<file path="src/rtl/vec_resolver_pkg.sv">
package vec_resolver_pkg;

    localparam int NUM_SRC  = 64;
    localparam int PRIO_W   = 4;
    localparam int SRC_W    = $clog2(NUM_SRC);
    localparam int WORD_W   = 32;
    localparam int NUM_FLD  = 16;
    localparam logic [WORD_W-1:0] EMPTY_WORD = '1;

    typedef enum logic { SEL_PRIO_HIGH, SEL_INDEX_LOW } sel_mode_e;

    typedef struct packed {
        logic              valid;
        logic [SRC_W-1:0]  idx;
        logic [PRIO_W-1:0] prio;
    } cand_t;

    // Merge two subtrees; lo covers lower source numbers than hi.
    function automatic cand_t pick(input cand_t lo, input cand_t hi, input sel_mode_e mode);
        cand_t r;
        if (mode == SEL_INDEX_LOW) begin
            r = lo.valid ? lo : hi;
        end else begin
            if (hi.valid && (!lo.valid || hi.prio >= lo.prio))
                r = hi;
            else
                r = lo;
        end
        return r;
    endfunction

    function automatic logic [WORD_W-1:0] norm_word(input cand_t c);
        logic [WORD_W-1:0] w;
        w = '0;
        w[WORD_W-1 -: NUM_FLD] = {{(NUM_FLD-SRC_W){1'b0}}, c.idx};
        w[PRIO_W-1:0]          = c.prio;
        return w;
    endfunction

    function automatic logic [WORD_W-1:0] fast_word(input cand_t c);
        return {{(WORD_W-SRC_W){1'b0}}, c.idx};
    endfunction

endpackage

</file>
<file path="src/rtl/vr_select_tree.sv">
module vr_select_tree
    import vec_resolver_pkg::*;
#(
    parameter int        N      = NUM_SRC,
    parameter sel_mode_e MODE   = SEL_PRIO_HIGH,
    parameter int        IDX_W  = SRC_W,
    parameter int        PW     = PRIO_W
) (
    input  logic              clk,
    input  logic              rst,
    input  logic [N-1:0]      cand_i,
    input  logic [N*PW-1:0]   prio_i,
    output cand_t             win_o
);
    localparam int LVLS  = $clog2(N);
    localparam int P2    = 1 << LVLS;
    localparam int NODES = 2*P2 - 1;

    cand_t node [NODES];

    genvar g;
    generate
        for (g = 0; g < P2; g++) begin : g_leaf
            if (g < N) begin : g_real
                assign node[P2-1+g] = '{valid: cand_i[g],
                                        idx:   IDX_W'(g),
                                        prio:  prio_i[g*PW +: PW]};
            end else begin : g_pad
                assign node[P2-1+g] = '0;
            end
        end
        for (g = 0; g < P2-1; g++) begin : g_inner
            assign node[g] = pick(node[2*g+1], node[2*g+2], MODE);
        end
    endgenerate

    assign win_o = node[0];

    // no candidate may beat the root under the mode's ordering
    always @(posedge clk) begin
        if (!rst) begin
            for (int i = 0; i < N; i++) begin
                if (cand_i[i]) begin

                    if (MODE == SEL_PRIO_HIGH) begin
                        tree_best_chk: assert (win_o.valid &&
                            (prio_i[i*PW +: PW] < win_o.prio ||
                             (prio_i[i*PW +: PW] == win_o.prio && i <= int'(win_o.idx))));
                    end else begin

                        tree_lowest_chk: assert (win_o.valid && i >= int'(win_o.idx));
                    end
                end
            end

            tree_valid_chk: assert (win_o.valid == (|cand_i));
        end
    end

endmodule

</file>
<file path="src/rtl/vr_read_port.sv">
module vr_read_port
    import vec_resolver_pkg::*;
#(
    parameter int        N    = NUM_SRC,
    parameter sel_mode_e MODE = SEL_PRIO_HIGH
) (
    input  logic              clk,
    input  logic              rst,
    input  logic              rd_i,
    input  logic [N-1:0]      cand_i,
    input  cand_t             win_i,
    output logic [WORD_W-1:0] rdata_o,
    output logic [N-1:0]      clr_o
);
    logic [WORD_W-1:0] word_d;

    always_comb begin
        if (!win_i.valid)
            word_d = EMPTY_WORD;
        else if (MODE == SEL_PRIO_HIGH)
            word_d = norm_word(win_i);
        else
            word_d = fast_word(win_i);
    end

    always_comb begin
        clr_o = '0;
        if (rd_i && win_i.valid)
            clr_o[win_i.idx] = 1'b1;
    end

    always_ff @(posedge clk) begin
        if (rst)
            rdata_o <= '0;
        else if (rd_i)
            rdata_o <= word_d;
    end


    clr_onehot_chk: assert property (@(posedge clk) disable iff (rst) $onehot0(clr_o));

    clr_strobe_chk: assert property (@(posedge clk) disable iff (rst) !rd_i |-> clr_o == '0);

    clr_cand_chk: assert property (@(posedge clk) disable iff (rst) (clr_o & ~cand_i) == '0);

    empty_word_chk: assert property (@(posedge clk) disable iff (rst)
        (rd_i && cand_i == '0) |=> rdata_o == EMPTY_WORD);

    hold_word_chk: assert property (@(posedge clk) disable iff (rst) !rd_i |=> $stable(rdata_o));

endmodule

</file>
<file path="src/rtl/vec_resolver.sv">
module vec_resolver
    import vec_resolver_pkg::*;
#(
    parameter int N  = NUM_SRC,
    parameter int PW = PRIO_W
) (
    input  logic              clk,
    input  logic              rst,
    input  logic [N-1:0]      pend_i,
    input  logic [N-1:0]      en_i,
    input  logic [N-1:0]      fast_i,
    input  logic [N*PW-1:0]   prio_i,
    input  logic              rd_norm_i,
    input  logic              rd_fast_i,
    output logic [WORD_W-1:0] norm_rdata_o,
    output logic [WORD_W-1:0] fast_rdata_o,
    output logic [N-1:0]      norm_clr_o,
    output logic [N-1:0]      fast_clr_o
);
    logic [N-1:0] live;
    logic [N-1:0] norm_cand;
    logic [N-1:0] fast_cand;
    cand_t        norm_win;
    cand_t        fast_win;

    assign live      = pend_i & en_i;
    assign norm_cand = live & ~fast_i;
    assign fast_cand = live &  fast_i;

    vr_select_tree #(.N(N), .MODE(SEL_PRIO_HIGH), .IDX_W(SRC_W), .PW(PW)) u_norm_tree (
        .clk(clk), .rst(rst), .cand_i(norm_cand), .prio_i(prio_i), .win_o(norm_win));

    vr_select_tree #(.N(N), .MODE(SEL_INDEX_LOW), .IDX_W(SRC_W), .PW(PW)) u_fast_tree (
        .clk(clk), .rst(rst), .cand_i(fast_cand), .prio_i(prio_i), .win_o(fast_win));

    vr_read_port #(.N(N), .MODE(SEL_PRIO_HIGH)) u_norm_port (
        .clk(clk), .rst(rst), .rd_i(rd_norm_i), .cand_i(norm_cand), .win_i(norm_win),
        .rdata_o(norm_rdata_o), .clr_o(norm_clr_o));

    vr_read_port #(.N(N), .MODE(SEL_INDEX_LOW)) u_fast_port (
        .clk(clk), .rst(rst), .rd_i(rd_fast_i), .cand_i(fast_cand), .win_i(fast_win),
        .rdata_o(fast_rdata_o), .clr_o(fast_clr_o));

    // a source cleared by one path never belongs to the other

    path_disjoint_chk: assert property (@(posedge clk) disable iff (rst)
        (norm_clr_o & fast_clr_o) == '0);

    norm_type_chk: assert property (@(posedge clk) disable iff (rst)
        (norm_clr_o & (fast_i | ~pend_i | ~en_i)) == '0);

endmodule

</file>
<file path="config.mk">
export PLATFORM = sky130hd
export DESIGN_NAME = vec_resolver
export DESIGN_NICKNAME = d
export VERILOG_FILES = /design/src/rtl/vec_resolver_pkg.sv /design/src/rtl/vr_select_tree.sv /design/src/rtl/vr_read_port.sv /design/src/rtl/vec_resolver.sv
export SDC_FILE = /design/constraint.sdc
export NUM_CORES = 1
export LEC_CHECK = 0
export ABC_CLOCK_PERIOD_IN_PS = 18550
export BUFFER_PORTS_ARGS = -buffer_cell sky130_fd_sc_hd__buf_4
export CORE_AREA = 4 4 248 250
export CTS_CLUSTER_DIAMETER = 200
export DETAILED_ROUTE_END_ITERATION = 8
export DIE_AREA = 0 0 252 254
export GPL_TIMING_DRIVEN = 0
export PLACE_DENSITY = 0.44
export SYNTH_ARGS = -nofsm -noshare
export SYNTH_HDL_FRONTEND = slang
export SYNTH_SLANG_ARGS = --single-unit
</file>
<file path="constraint.sdc">
create_clock -name clk -period 18.55 [get_ports clk]
set_input_delay 3.71 -clock clk [delete_from_list [all_inputs] [get_ports clk]]
set_output_delay 3.71 -clock clk [all_outputs]
set_load 0.005 [all_outputs]
</file>
==> results.txt <==
- The run finished with clean final reports.
- Sink Count: 18
* Worst slew pin tran: 1258 ps
- Gp weighted congestion: approximately 0.94
* Worst hold path type: reg -> reg
* Top library cells by usage in the layout, fill and taps aside: buf_4, ha_1, inv_1
* Final Routed Wirelength: 75040 um
- Multiplexer cells account for around 9.1% of the synthesized area.
* Smallest hold slack: between 400 and 500 ps
- Routed length per placed instance: between 20 and 25 um
- STA classifies the critical path endpoint as an output port.
- The total overflow left after global routing is 0.
* Simple-gate portion of the synthesized area: between 20 and 30%
* Antenna diode count: 0
- From left edge to right edge, the die measures around 250 um.
- TritonCTS built the clock tree.
- Summing all non-filler instances in the final layout gives an area of around 0.021 sq mm.
* Dominant combinational cell family by area after synthesis: simple AND/OR/NAND/NOR gates
- Along the worst path, the maximum fanout reaches 10.
- Hold wc startpoint: u_norm_port.rdata_o[16]
- The worst setup path is of the in -> out kind.
- IR drop worst, VDD: about 0.087 mV
- Endpoint with the worst hold slack: u_norm_port.rdata_o[16]
- Post-Syn Area per Cell: just under 7 sq um
- Site Rows: 89
- Yosys warning total: 0
- Clock latency on the worst-skew pair, taken at its later pin, is approximately 260 ps.
- Initial standard-cell utilization of the core: about a quarter
- Measured against its own limit, the worst slew margin works out to between 10% and 20%.
* Maximum number of pins on one net before global-route repair: 28
* Maxcap violations: 0
- After the first detailed-routing iteration, the DRC count stood at approximately 950.
* Synth Cell Area: 0.01470 sq mm
- Clock-pin slew was measured on the worst setup and hold paths at roughly 60 ps.
- Counting the buffers created by CTS gives 3.
* Internal power contribution: around 0.00056 W
- Along the worst hold path, the cell count comes to 2.
- Reg power frac: 4.5%
- Number of remaining DRC errors: 0
- Vias in the first global route: between 15k and 20k
- Count of input and output buffers: ~640
- In this run the number of H-tree levels came out at 1.
* Fraction of layout instances using a drive strength above 1: between 30% and 40%
* Synthesized-area fraction occupied by adder cells: a little over a fifth
* Antenna Nets Post-Route: 0
- Most common library cell in the layout ignoring fill and taps: buf_4
* Critical path's slowest cell: a211oi_2
- The pre-antenna-repair detailed-routing pass consisted of 5 iterations.
- DPL Wire Length: 67630 um
- Final worst-path cycle share: a little over nine tenths
* Share of flip-flops with an asynchronous set or reset after synthesis: 0%
- Global-route wire length before repair: 108300 um
- Number of different library cells in the post-synthesis netlist: 88
- Hold Violations, Final: 0
* Die span in y: around 250 um
- Most used cell, CP: ha_1
- Leading register cell type out of synthesis: dfxtp_1
- Of the total synthesized cell area, the portion taken by XOR and XNOR cells is 0%.
- For the final database, setup skew stands at 0 ps.
- The worst setup path is launched from an input port.
* Arrival time of data at the critical path endpoint: roughly 14000 ps
- Detailed routing inserted a total of 18.47k vias.
- Die Area: about 0.064 sq mm
* Area growth, synth to finish: 41.97%
- Shortest clock period the worst path allows after layout: ~18000 ps
* Max Clk Rate: approximately 56 MHz
- Proportion of total power due to net switching: 57.36%
- On the worst path, the slowest cell contributes a delay of 360 ps.
- Synthesis inferred 18 register bits.
- Post-layout net count: 3511
- Clock tree buffer depth: 2
* Initial antenna violation count: 3
* Number of hold-repair buffers added at the cts stage: 0
- Portion of the post-synthesis area used by sequential elements: under 10%
* Count of final setup violators: 0
* Worst setup slack for register-to-register paths: 17090 ps
- Slew Limit Fails: 0
- Aggregate global-route resource usage: 21.60%
* Register-to-Register Path Depth: 2
* Gate count of the mapped netlist: around 2.2k
- Compound-Gate Fraction of Synth Area: roughly 28%
- Io pins: between 600 and 700
- Critical R2R Capture: u_fast_port.rdata_o[30]
- Cell area power density: approximately 63 mW/mm^2
- Combinational logic is responsible for between 90% and 100% of the overall power.
- Post-synth EDFFs: 0
- Instance area at placement: between 0.02 and 0.025 sq mm
- Root buf cell: clkbuf_16
- In this run the power spent charging and discharging nets is roughly 0.00075 W.
- Core Box Area: a little under 0.06 sq mm
- The worst register-to-register path begins at u_fast_port.rdata_o[30].
- Critical path data required time: ~15000 ps
- Number of nets produced by synthesis: approximately 2.9k
- In this run the static leakage power is around 11 nW.
- Fraction of power consumed by the clock network: under 10%
* Via density: around 5.2
kinds of logic after synthesis:
logic type               after synthesis
AO/OA/AOI/OAI                        583
adder cells (fa/ha/maj)              252
buffers and inverters                322
flip-flops                            18
multiplexers                         127
AND/OR/NAND/NOR                      852
flip-flops by register name, summed over array words and instances (netlist names):
register / cells
u_fast_port.rdata_o: 7
u_norm_port.rdata_o: 11
layer usage:
metal  global-route usage, %  wire length, um  vias up  part of all wire (%)
li1                        -                -     9201                     -
met1                   26.52            31400     8678                    42
met2                   40.60            38390      528                    51
met3                   3.050             3869       56                   5.2
met4                   3.468             1348        6                   1.8
met5                       0               34        -                 0.045
repair_timing:
action / in CTS / in global routing
gates resized for setup: 13 / 48
endpoints found under the setup margin: 64 / 64
setup buffers: 0 / 7
pin swaps: 0 / 5
worst max-delay path, delay by kind of cell:
| kind | cells | cell delay (ps) |
|---|---|---|
| AND/OR/NAND/NOR | 12 | 2080 |
| multiplexers | 2 | 650 |
| adder cells (fa/ha/maj) | 6 | 1670 |
| buffers and inverters | 5 | 710 |
| AO/OA/AOI/OAI | 22 | 5330 |
cells in the mapped netlist, types with 16 or more instances:
cell | instances | area, sq um
nor2_1 | 219 | 822.0
a21oi_1 | 89 | 445.4
nand3b_1 | 34 | 255.2
o21ai_1 | 16 | 80.08
mux2i_1 | 76 | 760.7
and3_1 | 20 | 125.1
a211oi_1 | 46 | 345.3
nand2b_1 | 72 | 450.4
o211ai_1 | 23 | 172.7
nand3_1 | 83 | 415.4
ha_1 | 252 | 3153
a32oi_1 | 40 | 350.3
nand4_1 | 19 | 118.9
and2_1 | 30 | 187.7
inv_1 | 233 | 874.6
and3b_1 | 32 | 280.3
o22ai_1 | 47 | 294.0
o21ai_0 | 132 | 660.6
dfxtp_1 | 18 | 360.4
o211a_1 | 40 | 400.4
buf_4 | 48 | 360.4
clkbuf_1 | 21 | 78.83
o21a_1 | 21 | 157.7
nand2_1 | 201 | 754.5
nor3_1 | 88 | 440.4
mux2_2 | 51 | 574.3
power groups by stage:
| stage | clock network (W) | logic, W | registers [W] |
|---|---|---|---|
| finish | 0.0000503 | 0.00120 | 0.0000588 |
| global route | 0.0000541 | 0.00131 | 0.0000602 |
| CTS | 0.0000529 | 0.00116 | 0.0000588 |
| detailed placement | 0 | 0.00114 | 0.0000593 |
| global placement | 0 | 0.00112 | 0.0000590 |
| floorplan | 0 | 0.000679 | 0.0000586 |
final cells by class:
type / count / area (sq um)
well taps: 773 / 967.2
repair buffers: 648 / 4877
inverters: 233 / 874.6
multi-input cells: 1814 / 13120
clock buffers: 4 / 88.84
fillers: 6440 / 38150
flip-flops and latches: 18 / 360.3
plain buffers: 89 / 579.3
worst max path at each step:
stage	cells past startpoint	from	slack, ps	endpoint
floorplan	47	prio_i[116]	2040	norm_clr_o[20]
global placement	48	prio_i[27]	-510	norm_clr_o[20]
detailed placement	47	prio_i[180]	-640	norm_clr_o[22]
CTS	50	prio_i[56]	60	norm_clr_o[31]
global route	48	prio_i[163]	-60	norm_clr_o[1]
finish	47	prio_i[187]	690	norm_clr_o[1]
per-stage QoR:
stage                     power [W]  util (%)  setup TNS (ps)  cells  worst slack [ps]
after floorplan           0.0007378         -               0   2154              2045
after global placement     0.001181     34.70          -16600   3568            -508.1
after detailed placement   0.001199     34.71          -24480   3568            -637.1
after CTS                  0.001267     34.96               0   3572             59.53
after global routing       0.001422     35.36          -161.7   3579            -57.91
final                      0.001306     35.36               0   3579             688.5
Power figures use the tool's default switching activity.
